==> src/rtl/pte_upd_pkg.sv <==
package pte_upd_pkg;

  // Entry field positions (decoded by neighbours, so fixed)
  localparam int REF_BIT  = 8;
  localparam int CHG_BIT  = 7;
  localparam int ATT_LSB  = 4;
  localparam int ATT_W    = 2;
  localparam int PRIV_BIT = 3;
  localparam int EAA_LSB  = 0;
  localparam int RIGHTS_W = 3;

  localparam logic [ATT_W-1:0] ATT_NONIDEM_IO = 2'b10;

  // Rights vector bit positions
  localparam int RT_R = 2;
  localparam int RT_W = 1;
  localparam int RT_X = 0;

  // Fault cause bit positions
  localparam int CAUSE_W  = 3;
  localparam int CS_GUARD = 0;
  localparam int CS_PROT  = 1;
  localparam int CS_STORE = 2;

  typedef enum logic [1:0] {
    ACC_LOAD  = 2'd0,
    ACC_STORE = 2'd1,
    ACC_FETCH = 2'd2
  } acc_e;

  typedef enum logic [1:0] {
    ST_IDLE = 2'd0,
    ST_WB   = 2'd1,
    ST_DONE = 2'd2
  } upd_st_e;

endpackage

==> src/rtl/pte_rights_eval.sv <==
module pte_rights_eval
  import pte_upd_pkg::*;
#(
  parameter int PTE_W = 64
) (
  input  logic [PTE_W-1:0]    pte,
  input  logic [1:0]          kind,
  input  logic                problem,
  input  logic [RIGHTS_W-1:0] mask_rights,
  output logic [RIGHTS_W-1:0] granted,
  output logic                guard_flt,
  output logic                prot_flt
);

  logic [ATT_W-1:0]    att;
  logic [RIGHTS_W-1:0] eaa;
  logic                priv;
  logic [RIGHTS_W-1:0] need;

  always_comb begin
    att  = pte[ATT_LSB +: ATT_W];
    eaa  = pte[EAA_LSB +: RIGHTS_W];
    priv = pte[PRIV_BIT];

    guard_flt = (att == ATT_NONIDEM_IO) && (kind == ACC_FETCH);

    if (priv && problem) begin
      granted = '0;
    end else if (problem || priv) begin
      granted = eaa;
    end else begin
      granted = eaa & mask_rights;
    end

    need = '0;
    case (kind)
      ACC_STORE: need[RT_W] = 1'b1;
      ACC_FETCH: need[RT_X] = 1'b1;
      default:   need[RT_R] = 1'b1;
    endcase

    prot_flt = !guard_flt && (|(need & ~granted));
  end

endmodule

==> src/rtl/pte_rc_merge.sv <==
module pte_rc_merge
  import pte_upd_pkg::*;
#(
  parameter int PTE_W = 64
) (
  input  logic [PTE_W-1:0]    pte,
  input  logic [1:0]          kind,
  input  logic [RIGHTS_W-1:0] granted,
  output logic [PTE_W-1:0]    new_pte,
  output logic                changed,
  output logic [RIGHTS_W-1:0] ret_rights
);

  logic is_store;

  always_comb begin
    is_store = (kind == ACC_STORE);
    new_pte  = pte;
    new_pte[REF_BIT] = 1'b1;
    if (is_store) begin
      new_pte[CHG_BIT] = 1'b1;
    end
    changed    = (new_pte != pte);
    ret_rights = granted;
    if (!is_store) begin
      ret_rights[RT_W] = 1'b0;
    end
  end

endmodule

==> src/rtl/pte_wb_ctrl.sv <==
module pte_wb_ctrl
  import pte_upd_pkg::*;
#(
  parameter int PTE_W = 64,
  parameter int PA_W  = 56,
  parameter int EA_W  = 64
) (
  input  logic                clk,
  input  logic                rst_n,
  input  logic                req_valid,
  input  logic                fault_in,
  input  logic [CAUSE_W-1:0]  cause_in,
  input  logic                data_side,
  input  logic                need_wb,
  input  logic [PTE_W-1:0]    new_pte,
  input  logic [PA_W-1:0]     pte_addr,
  input  logic [EA_W-1:0]     eaddr,
  input  logic [RIGHTS_W-1:0] rights_in,
  input  logic                wb_ready,
  output logic                busy,
  output logic                wb_valid,
  output logic [PA_W-1:0]     wb_addr,
  output logic [PTE_W-1:0]    wb_data,
  output logic                done,
  output logic                done_fault,
  output logic [RIGHTS_W-1:0] done_rights,
  output logic [CAUSE_W-1:0]  fault_cause,
  output logic [EA_W-1:0]     fault_addr
);

  upd_st_e             st_q, st_d;
  logic                accept;
  logic                ld_wb, ld_fa;
  logic [PTE_W-1:0]    data_q;
  logic [PA_W-1:0]     addr_q;
  logic [RIGHTS_W-1:0] rights_q, rights_d;
  logic [CAUSE_W-1:0]  cause_q, cause_d;
  logic                flt_q;
  logic [EA_W-1:0]     fa_q;

  always_comb begin
    accept   = req_valid && (st_q == ST_IDLE);
    ld_wb    = accept && !fault_in && need_wb;
    ld_fa    = accept && fault_in && data_side;
    rights_d = fault_in ? '0 : rights_in;
    cause_d  = fault_in ? cause_in : '0;
    st_d     = st_q;
    case (st_q)
      ST_IDLE: if (accept) st_d = (fault_in || !need_wb) ? ST_DONE : ST_WB;
      ST_WB:   if (wb_ready) st_d = ST_DONE;
      ST_DONE: st_d = ST_IDLE;
      default: st_d = ST_IDLE;
    endcase
  end

  always_ff @(posedge clk or negedge rst_n) begin
    if (!rst_n) begin
      st_q     <= ST_IDLE;
      data_q   <= '0;
      addr_q   <= '0;
      rights_q <= '0;
      cause_q  <= '0;
      flt_q    <= 1'b0;
      fa_q     <= '0;
    end else begin
      st_q <= st_d;
      if (ld_wb) begin
        data_q <= new_pte;
        addr_q <= pte_addr;
      end
      if (accept) begin
        rights_q <= rights_d;
        cause_q  <= cause_d;
        flt_q    <= fault_in;
      end
      if (ld_fa) begin
        fa_q <= eaddr;
      end
    end
  end

  assign busy        = (st_q != ST_IDLE);
  assign wb_valid    = (st_q == ST_WB);
  assign wb_addr     = addr_q;
  assign wb_data     = data_q;
  assign done        = (st_q == ST_DONE);
  assign done_fault  = flt_q;
  assign done_rights = rights_q;
  assign fault_cause = cause_q;
  assign fault_addr  = fa_q;


  wb_hold_chk: assert property (@(posedge clk) disable iff (!rst_n)
    (wb_valid && !wb_ready) |=> (wb_valid && $stable(wb_data) && $stable(wb_addr)));


  done_after_wb_chk: assert property (@(posedge clk) disable iff (!rst_n)
    (wb_valid && wb_ready) |=> done);


  done_single_chk: assert property (@(posedge clk) disable iff (!rst_n)
    done |=> !done);


  busy_fa_keep_chk: assert property (@(posedge clk) disable iff (!rst_n)
    (busy && req_valid) |=> $stable(fault_addr));


  fault_no_rights_chk: assert property (@(posedge clk) disable iff (!rst_n)
    (done && done_fault) |-> (done_rights == '0));

endmodule

==> src/rtl/pte_rights_update.sv <==
module pte_rights_update
  import pte_upd_pkg::*;
#(
  parameter int PTE_W = 64,
  parameter int PA_W  = 56,
  parameter int EA_W  = 64
) (
  input  logic                clk,
  input  logic                rst_n,
  input  logic                req_valid,
  input  logic [PTE_W-1:0]    req_pte,
  input  logic [PA_W-1:0]     req_pte_addr,
  input  logic [EA_W-1:0]     req_eaddr,
  input  logic [1:0]          req_kind,
  input  logic                req_problem,
  input  logic [2:0]          req_mask_rights,
  input  logic                wb_ready,
  output logic                busy,
  output logic                wb_valid,
  output logic [PA_W-1:0]     wb_addr,
  output logic [PTE_W-1:0]    wb_data,
  output logic                done,
  output logic                done_fault,
  output logic [2:0]          done_rights,
  output logic [2:0]          fault_cause,
  output logic [EA_W-1:0]     fault_addr
);

  logic [RIGHTS_W-1:0] granted, ret_rights;
  logic                guard_flt, prot_flt, fault_any, data_side, changed;
  logic [PTE_W-1:0]    new_pte;
  logic [CAUSE_W-1:0]  cause;

  pte_rights_eval #(.PTE_W(PTE_W)) u_eval (
    .pte         (req_pte),
    .kind        (req_kind),
    .problem     (req_problem),
    .mask_rights (req_mask_rights),
    .granted     (granted),
    .guard_flt   (guard_flt),
    .prot_flt    (prot_flt)
  );

  pte_rc_merge #(.PTE_W(PTE_W)) u_merge (
    .pte        (req_pte),
    .kind       (req_kind),
    .granted    (granted),
    .new_pte    (new_pte),
    .changed    (changed),
    .ret_rights (ret_rights)
  );

  always_comb begin
    fault_any       = guard_flt || prot_flt;
    data_side       = (req_kind != ACC_FETCH);
    cause           = '0;
    cause[CS_GUARD] = guard_flt;
    cause[CS_PROT]  = prot_flt;
    cause[CS_STORE] = fault_any && (req_kind == ACC_STORE);
  end

  pte_wb_ctrl #(.PTE_W(PTE_W), .PA_W(PA_W), .EA_W(EA_W)) u_ctrl (
    .clk         (clk),
    .rst_n       (rst_n),
    .req_valid   (req_valid),
    .fault_in    (fault_any),
    .cause_in    (cause),
    .data_side   (data_side),
    .need_wb     (changed),
    .new_pte     (new_pte),
    .pte_addr    (req_pte_addr),
    .eaddr       (req_eaddr),
    .rights_in   (ret_rights),
    .wb_ready    (wb_ready),
    .busy        (busy),
    .wb_valid    (wb_valid),
    .wb_addr     (wb_addr),
    .wb_data     (wb_data),
    .done        (done),
    .done_fault  (done_fault),
    .done_rights (done_rights),
    .fault_cause (fault_cause),
    .fault_addr  (fault_addr)
  );


  wb_ref_set_chk: assert property (@(posedge clk) disable iff (!rst_n)
    wb_valid |-> wb_data[REF_BIT]);


  guard_not_store_chk: assert property (@(posedge clk) disable iff (!rst_n)
    (done && fault_cause[CS_GUARD]) |-> (done_fault && !fault_cause[CS_STORE]));


  no_wb_at_done_chk: assert property (@(posedge clk) disable iff (!rst_n)
    done |-> !wb_valid);

endmodule

==> config.mk <==
export PLATFORM = sky130hd
export DESIGN_NAME = pte_rights_update
export DESIGN_NICKNAME = d
export VERILOG_FILES = /design/src/rtl/pte_upd_pkg.sv /design/src/rtl/pte_rights_eval.sv /design/src/rtl/pte_rc_merge.sv /design/src/rtl/pte_wb_ctrl.sv /design/src/rtl/pte_rights_update.sv
export SDC_FILE = /design/constraint.sdc
export NUM_CORES = 1
export LEC_CHECK = 0
export BUFFER_PORTS_ARGS = -buffer_cell sky130_fd_sc_hd__buf_2
export CAP_MARGIN = 20
export CORE_AREA = 2 2 149 151
export DETAILED_ROUTE_END_ITERATION = 8
export DIE_AREA = 0 0 151 153
export GPL_TIMING_DRIVEN = 0
export MAX_ROUTING_LAYER = met4
export PLACE_DENSITY = 0.68
export SYNTH_ARGS = -nofsm -noshare
export SYNTH_HDL_FRONTEND = slang
export SYNTH_HIERARCHICAL = 1
export SYNTH_SLANG_ARGS = --single-unit
==> constraint.sdc <==
create_clock -name clk -period 2.4 [get_ports clk]
set_clock_uncertainty 0.2 [all_clocks]
set_input_delay 0.48 -clock clk [delete_from_list [all_inputs] [get_ports clk]]
set_output_delay 0.48 -clock clk [all_outputs]
set_load 0.01 [all_outputs]
# After elaboration in Yosys (flattened, before gate mapping)
# Cells that the tools add are included.
[word_totals]
register_bits = 193
out_inout_bits = 194
word_cells = 52
in_bits = 194
[op_classes]
n_reduce_logical = 20
n_eq_ne = 9
bitwise_logic = 3
muxes = 13
[ops]
columns = ["cell", "count"]
rows = [
  ["3-bit 2-to-1 mux", 4],
  ["1-bit logical AND", 9],
  ["3-bit AND", 2],
  ["2-bit == test, second input constant", 3],
  ["2-bit 2-to-1 mux", 3],
  ["1-bit 2-to-1 mux", 5],
  ["2-bit by 1-bit == test with 1-bit output, second input constant", 2],
  ["2-bit != test, second input constant", 2],
  ["2-bit one-hot mux with 2 select lines", 1],
  ["1-bit zero test", 3],
  ["1-bit logical OR", 3],
  ["3-bit NOT", 1],
  ["3-bit OR reduction", 1],
  ["2-bit zero test", 1],
  ["2-bit by 1-bit != test with 1-bit output, second input constant", 1],
  ["2-bit != test", 1],
  ["2-bit AND reduction", 1],
  ["2-bit nonzero test", 1],
  ["2-bit OR reduction", 1],
]

# Longest topological paths before layout
# Gate-level depths: netlist of run 1.
[logic_depth]
ltp_word = 12
mapped_depth = 12
depth_no_buf = 9

# Cells and area by module
# The synthesis of run 1 kept the hierarchy.
[modules_own_cells]
columns = ["module", "area_each_um2", "n_inst", "seq_area_each_um2", "cells_per_inst"]
rows = [
  ["pte_wb_ctrl", 7678.6, 1, 4829.6, 430],
  ["pte_rc_merge", 528.0, 1, 0.0, 71],
  ["pte_rights_eval", 130.1, 1, 0.0, 18],
  ["pte_rights_update", 21.3, 1, 0.0, 3],
]

# Worst setup path before layout of run 1
# No wires, ideal clock.
[synth_path]
kind = "input to register"
start = "input req_problem"
end = "register u_ctrl.fa_q[10] (netlist: u_ctrl/fault_addr[10])"
cell_stages = 9
arrival_ns = 2.451
setup_slack_ns = -0.376
required_time_ns = 2.075
path_buffers = 2
cell_sequence = "or3_1 > a311o_1 > o221ai_2 > or2_1 > clkbuf_1 > nand2_1 > nor2_4 > buf_4 > mux2_2"
[synth_between]
elab_chain_cells = 10
word_cells_on_any_way = 11
cone_classes = "2 x mux; 2 x bitwise; 7 x reduce/logical"
[synth_lines]
columns = ["item", "line", "source"]
rows = [
  ["start, declared", "pte_rights_update.sv:15", "input logic req_problem,"],
  ["1-bit logical OR", "pte_rights_eval.sv:29", "end else if (problem || priv) begin"],
  ["3-bit 2-to-1 mux", "pte_rights_eval.sv:29", ""],
  ["3-bit 2-to-1 mux (*)", "pte_rights_eval.sv:27", "if (priv && problem) begin"],
  ["3-bit NOT (*)", "pte_rights_eval.sv:42", "prot_flt = !guard_flt && (|(need & ~granted));"],
  ["3-bit AND (*)", "pte_rights_eval.sv:42", ""],
  ["3-bit OR reduction (*)", "pte_rights_eval.sv:42", ""],
  ["1-bit logical AND (*)", "pte_rights_eval.sv:42", ""],
  ["net cause[1]", "pte_rights_update.sv:32", "logic [CAUSE_W-1:0] cause;"],
  ["1-bit logical OR (*)", "pte_rights_update.sv:54", "fault_any = guard_flt || prot_flt;"],
  ["net fault_any", "pte_rights_update.sv:30", "logic guard_flt, prot_flt, fault_any, data_side, changed;"],
  ["1-bit logical AND (*) (2 in series)", "pte_wb_ctrl.sv:44", "ld_fa = accept && fault_in && data_side;"],
  ["end signal, assigned", "pte_wb_ctrl.sv:77", "fa_q <= eaddr;"],
  ["end, declared", "pte_wb_ctrl.sv:39", "logic [EA_W-1:0] fa_q;"],
]
# Mark *: on every way through the listed nets, which the timed path passes. The rest lies on a longest branch.
# A chain may end at the register's enable or synchronous reset.

# Worst setup path in the final report of run 1
[layout_path]
start = "input req_pte[3]"
end = "register u_ctrl.data_q[34] (netlist: u_ctrl/wb_data[34])"
[layout_between]
elab_chain_cells = 11
word_cells_on_any_way = 12
cone_classes = "2 x mux; 2 x bitwise; 8 x reduce/logical"
[layout_lines]
columns = ["item", "line", "source"]
rows = [
  ["start, declared", "pte_rights_update.sv:11", "input logic [PTE_W-1:0] req_pte,"],
  ["1-bit logical OR", "pte_rights_eval.sv:29", ""],
  ["3-bit 2-to-1 mux", "pte_rights_eval.sv:29", ""],
  ["3-bit 2-to-1 mux (*)", "pte_rights_eval.sv:27", ""],
  ["3-bit NOT (*)", "pte_rights_eval.sv:42", ""],
  ["3-bit AND (*)", "pte_rights_eval.sv:42", ""],
  ["3-bit OR reduction (*)", "pte_rights_eval.sv:42", ""],
  ["1-bit logical AND (*)", "pte_rights_eval.sv:42", ""],
  ["net cause[1]", "pte_rights_update.sv:32", ""],
  ["1-bit logical OR (*)", "pte_rights_update.sv:54", ""],
  ["net fault_any", "pte_rights_update.sv:30", ""],
  ["1-bit zero test (*)", "pte_wb_ctrl.sv:43", "ld_wb = accept && !fault_in && need_wb;"],
  ["1-bit logical AND (*) (2 in series)", "pte_wb_ctrl.sv:43", ""],
  ["end signal, assigned", "pte_wb_ctrl.sv:68", "data_q <= new_pte;"],
  ["end, declared", "pte_wb_ctrl.sv:34", "logic [PTE_W-1:0] data_q;"],
]
# Marks and branches as above.

==> summary.txt, run 1 <==
Layout
  – FILL cells: 1870
  – Share of cells above drive strength 1: 72.8%
  – Nets: 1083
  – Most frequent cells in the layout: 329 x buf_2, 193 x dfrtp_1, 95 x mux2_4
  – Most common cell after layout, fill and taps aside: buf_2
  – Area Growth Syn to Fin: 35.3%

Setup path
  – Reg2reg end: u_ctrl/wb_addr[37]
  – Worst setup EP type: register
  – Setup Crit Path Kind: primary input to register
  – Crit start category: primary input
  – Worst EP arrival: 2.45 ns
  – Crit path max fanout: 10
  – FF-to-FF setup slack: 0.27 ns
  – Reg2reg start: u_ctrl/st_q[0]
  – R2r worst-path depth: 6
  – CP Data Required Time: 2.50 ns

STA
  – Fmax: 426 MHz
  – Setup violators final: 0
  – Min Tclk post-route: 2.35 ns
  – Slew Viols, Final: 0
  – Worst slew margin relative to its limit: 50.9%
  – Worst-Margin Slew: 0.737 ns
  – Final worst setup slack: 0.0499 ns
  – Min Hold Slack: 0.0802 ns
  – Final Hold Viols: 0
  – Post-route clock period utilization: 97.9%
  – Setup TNS: 0 ns

Power
  – Power density cells: 1170 nW/um^2
  – Peak supply drop: 0.000542 V
  – Switching Share: 32.3%
  – Part of the power in the clock network: 21.0%
  – P_int: 8.96 mW
  – Power share of the combinational group: 37.7%
  – Psw: 4.27 mW
  – P_leak: 5.96 nW
  – Sequential share of power: 41.3%

Clock tree
  – Skew-Pair Late Insertion Delay: 0.41 ns
  – Clock Tree Root: clkbuf_16
  – CTS Buffer Depth: 2
  – CTS Buf Count: 17
  – Clock-pin slew on the worst setup and hold paths: 0.08 ns
  – CTS tree: built
  – H-tree levels: 4
  – CTS sink count: 193

Floorplan
  – IO Pins: 388
  – DIE WIDTH: 151 um
  – Core ar.: 21500 sq um
  – Die ar.: 23100 sq um
  – Die Ht: 153 um
  – Initial Utilization: 38.9%
  – Placement Rows: 54

GRT
  – Vias in the first global route: 5683
  – First-pass GRT wire length: 29900 um
  – Overflow after GRT: 0
  – Largest net degree at the start of global routing: 99
  – Global routing usage on met1: 19.7%
  – Antenna violations before repair: 1
  – GRT Total Usage: 17.3%
  – Gr busiest metal: met2
  – GR Layer Usage met2: 29.3%
  – M3 GR Usage: 4.96%

Route
  – Number of routed nets with antenna violations: 0
  – WL per Instance: 16.9 um
  – Vias/cell: 4.49
  – Final wirelength: 20000 um
  – Vias post-DR: 5301
  – # DRC: 0
  – Initial DRC count: 110
  – 1st-pass router iterations: 4

Yosys
  – Syn Inst Count: 522
  – Synth Warn #: 6
  – Syn avg cell area: 16.0 sq um
  – Syn nets: 718
  – Yosys cell types: 31
  – Seq cells post-synth: 193
  – Sequential-to-total area share from yosys stat: 57.8%
  – Synth Cell Area: 8360 sq um

Flow run
  – Maxcap violations: 0

Placement
  – Pre-CTS WS: -0.647 ns
  – PortBufs: 331
  – GPL Wtd Cong: 0.776
  – HPWL Detailed: 15200 um

Run status
  – Status: finished clean

Worst hold path
  – Hold Crit Endpoint: u_ctrl/fault_addr[13]
  – Hold Crit Class: primary input to register
  – Hold Crit Start: req_eaddr[13]
  – Hold Path Stages: 2
## power by group through the flow
stage / Clock (mW) / Sequential (mW) / Combinational [mW]
6_report: 2.78 / 5.46 / 4.99
5_1_grt: 3.03 / 5.66 / 5.34
4_1_cts: 2.87 / 5.48 / 5.02
3_5_place_dp: 0 / 5.51 / 4.99
3_3_place_gp: 0 / 5.46 / 4.89
2_1_floorplan: 0 / 6.19 / 2.09
## flip-flops by register name (all words and copies together), names as in the netlist
register	flops
u_ctrl/done_rights	3
u_ctrl/fault_cause	3
u_ctrl/st_q	2
u_ctrl/done_fault	1
u_ctrl/wb_data	64
u_ctrl/fault_addr	64
u_ctrl/wb_addr	56
## logic make-up after synthesis
kind of cell | Yosys count | synth area share, %
AOI/OAI and AO/OA | 13 | 1.12
muxes | 185 | 28.9
buffers and inverters | 93 | 9.31
adders and majority gates | 2 | 0.299
DFF | 193 | 57.8
other | 1 | 0.0449
and+or+nand+nor | 35 | 2.52
## worst max-delay path: stages
cell	delay, ns
buf_4	0.12
or3_4	0.36
a311o_1	0.29
o221ai_2	0.07
or2_1	0.17
buf_8	0.13
nor2b_4	0.05
nand2b_4	0.12
buf_12	0.18
buf_12	0.16
mux2_4	0.30
## synth_stat cells
library cell	number	area, sq um
buf_8	1	15.0
and3_2	1	7.51
clkbuf_1	2	7.51
or2_1	2	12.5
nand3b_1	1	7.51
mux2_4	89	1340
o21ai_2	1	8.76
nand2b_4	2	27.5
dfrtp_1	193	4830
conb_1	1	3.75
ha_1	2	25.0
inv_1	6	22.5
buf_12	9	180
mux2_1	4	45.0
o211a_1	2	20.0
buf_2	4	20.0
nor2_1	1	3.75
or3_1	1	6.26
or2b_1	1	7.51
or2_2	1	6.26
nor2b_1	3	18.8
nor2_4	1	11.3
o21ai_0	8	40.0
nand2b_1	5	31.3
or3b_1	1	8.76
and3b_1	1	8.76
o221ai_2	1	15.0
nand2_1	14	52.6
buf_4	71	533
mux2_2	92	1040
a311o_1	1	10.0
## area by class of cell
type | instances | area (sq um) | share of cell area (%)
diodes | 1 | 2.50 | 0.0221
well taps | 280 | 350 | 3.10
inverters | 6 | 25.0 | 0.221
clock buffers | 19 | 443 | 3.92
flip-flops and latches | 193 | 4830 | 42.7
repair buffers | 346 | 1890 | 16.7
clock inverters | 13 | 140 | 1.24
multi-input cells | 236 | 2810 | 24.8
plain buffers | 87 | 817 | 7.23
## routing by layer
| metal | routed length (um) | part of all wire, % |
|---|---|---|
| met5 | 0 | 0 |
| met1 | 7820 | 39 |
| met2 | 9990 | 50 |
| met3 | 1690 | 8.5 |
| met4 | 463 | 2.3 |
## per-stage QoR
| step | util (%) | cell area [sq um] | power (mW) | cells |
|---|---|---|---|---|
| floorplan | - | 8440 | 8.28 | 522 |
| global placement | 48.6 | 10500 | 10.4 | 1133 |
| detailed placement | 48.8 | 10500 | 10.5 | 1134 |
| CTS | 51.9 | 11200 | 13.4 | 1172 |
| global route | 52.6 | 11300 | 14.0 | 1181 |
| finish | 52.6 | 11300 | 13.2 | 1181 |
## worst max-delay path by stage
stage | start | endpoint
floorplan | req_problem | u_ctrl/fault_addr[10]
global placement | rst_n | u_ctrl/fault_addr[62]
detailed placement | req_problem | u_ctrl/fault_addr[60]
CTS | req_kind[0] | u_ctrl/wb_data[21]
global route | req_kind[0] | u_ctrl/wb_addr[33]
finish | req_pte[3] | u_ctrl/wb_data[34]
## timing repair
action,CTS,global route
hold buffers,1,0
setup endpoints to repair,149,120
endpoints found under the hold margin,97,0
setup buffers,4,5
pin swaps,2,3
gates resized for setup,3,9
cloned,1,3
No activity file was read; power rests on OpenSTA's default activity.
==> run 2, diff against run 1 <==
--- a/config.mk
+++ b/config.mk
@@ -13,6 +13,7 @@
 export GPL_TIMING_DRIVEN = 0
 export MAX_ROUTING_LAYER = met4
 export PLACE_DENSITY = 0.68
+export RECOVER_POWER = 50
 export SYNTH_ARGS = -nofsm -noshare
 export SYNTH_HDL_FRONTEND = slang
 export SYNTH_HIERARCHICAL = 1
==> run 2 against run 1 <==
Sequential share of layout area increased by 0.92 points. Cell area decreased by 2.1%. Via count about the same. Combinational power decreased by 8.0%. Cell count unchanged. Critical path depth unchanged. Global-route usage unchanged. Hold slack got worse by 0.00086 ns. First-iteration DRC count decreased by 12%. Maximum frequency decreased by 0.12%. Register-to-register slack about the same. Largest cell class unchanged.
==> summary.txt, run 2 (same netlist as run 1, synthesis figures left out) <==
Power
  – Power density cells: 1160 nW/um^2
  – Peak supply drop: 0.000538 V
  – P_leak: 5.41 nW
  – Tot Pwr: 12.9 mW

Setup path
  – Critical-path cell list: buf_4 > or3_4 > a311o_1 > o221ai_2 > or2_1 > buf_8 > nor2b_4 > nand2b_4 > buf_12 > clkbuf_16 > mux2_4
  – Crit start category: primary input
  – Worst EP arrival: 2.45 ns
  – Critical path's top delay family: simple AND/OR/NAND/NOR gates
  – CP Data Required Time: 2.50 ns
  – Crit path max fanout: 8
  – Crit path largest cell delay: 0.36 ns
  – Crit path launch: req_pte[3]
  – Slowest-stage cell, CP: or3_4
  – Buf+Inv Stages, Crit Path: 4
  – Reg2reg start: u_ctrl/st_q[0]
  – Worst setup EP type: register
  – Setup Crit Path Kind: primary input to register

GRT
  – Antenna violations before repair: 1
  – First-pass GRT wire length: 29900 um
  – GRT Total Usage: 17.3%
  – Overflow after GRT: 0
  – Largest net degree at the start of global routing: 99
  – Vias in the first global route: 5683

Route
  – Final wirelength: 20000 um
  – WL per Instance: 16.9 um
  – Vias/cell: 4.49
  – Number of routed nets with antenna violations: 0
  – # DRC: 0
  – 1st-pass router iterations: 4
  – Initial DRC count: 97
  – Vias post-DR: 5299

Flow run
  – Maxcap violations: 0

STA
  – Post-route clock period utilization: 98.0%
  – Slew Viols, Final: 0
  – Min Tclk post-route: 2.35 ns
  – Worst-Margin Slew: 0.733 ns
  – Final worst setup slack: 0.0470 ns
  – Setup TNS: 0 ns
  – Setup violators final: 0
  – Worst slew margin relative to its limit: 51.2%
  – Fmax: 425 MHz
  – Final Hold Viols: 0

Clock tree
  – CTS tree: built
  – H-tree levels: 4
  – CTS sink count: 193
  – CTS Buffer Depth: 2
  – Clock Tree Root: clkbuf_16
  – Skew-Pair Late Insertion Delay: 0.41 ns
  – CTS Buf Count: 17
  – Clock-pin slew on the worst setup and hold paths: 0.08 ns

Layout
  – Nets: 1083
  – Share of cells above drive strength 1: 51.7%
  – Area Growth Syn to Fin: 32.4%
  – Most frequent cells in the layout: 193 x dfrtp_1, 192 x clkbuf_1, 139 x buf_2
  – Design Area, Final: 11100 sq um
  – Most common cell after layout, fill and taps aside: dfrtp_1

Floorplan
  – DIE WIDTH: 151 um
  – Die ar.: 23100 sq um
  – Placement Rows: 54
  – Die Ht: 153 um
  – IO Pins: 388
  – Initial Utilization: 38.9%
  – Core ar.: 21500 sq um

Run status
  – Status: finished clean

Worst hold path
  – Hold Crit Start: req_eaddr[13]
  – Hold Crit Class: primary input to register

Placement
  – HPWL Detailed: 15200 um
  – GPL Wtd Cong: 0.776
  – DP Area: 10500 sq um
  – PortBufs: 331
  – Pre-CTS WS: -0.647 ns
-- run 2: changes by cell type in the layout (fill, tap and decap cells not counted), sizes merged --
cell,before,now
buf,427,237
clkbuf,24,214
-- run 2: layout make-up --
class	instances	area, sq um
diodes	1	2.50
plain buffers	87	817
clock buffers	19	443
clock inverters	13	140
fillers	1955	10400
inverters	6	25.0
multi-input cells	236	2810
flip-flops and latches	193	4830
well taps	280	350
repair buffers	346	1650
-- run 2: through the flow --
step / hold slack (ns) / instances / util, %
6_report: 0.0793 / 1181 / 51.5
2_1_floorplan: -0.0156 / 522 / -
3_3_place_gp: 0.260 / 1133 / 48.6
3_5_place_dp: 0.267 / 1134 / 48.8
4_1_cts: 0.0610 / 1172 / 51.9
5_1_grt: 0.0584 / 1181 / 51.5
-- run 2: report_power, final --
group	leakage [nW]	switching (mW)	internal [mW]	total [mW]
sequential	2.30	0.797	4.71	5.51
clock	0.287	1.35	1.42	2.77
combinational	2.82	2.17	2.42	4.59
total	5.41	4.32	8.56	12.9
-- run 2: metal layers --
metal | part of all wire, % | global-route usage (%) | up-vias
met4 | 2.3 | 5.34 | 0
met3 | 8.5 | 4.96 | 28
li1 | - | - | 2453
met5 | 0 | - | -
met2 | 50 | 29.3 | 259
met1 | 39 | 19.7 | 2559
-- run 2: final timing paths --
kind                                               to  slack, ns  cells after the start
worst max-delay path               u_ctrl/wb_addr[37]       0.05                     11
worst min-delay path            u_ctrl/fault_addr[13]       0.08                      2
worst max register to register     u_ctrl/wb_addr[37]       0.27                      6
worst min register to register  u_ctrl/done_rights[2]       0.28                      2
max in group asynchronous       u_ctrl/fault_addr[47]       0.60                      3
min in group asynchronous          u_ctrl/wb_data[10]       0.46                      2
-- run 2: timing repair --
item	in CTS	in global routing
pin swaps	2	3
hold buffers	1	0
resized for setup	3	9
buffers inserted	4	5
endpoints found under the setup margin	149	120
gates cloned	1	3
hold endpoints to repair	97	0
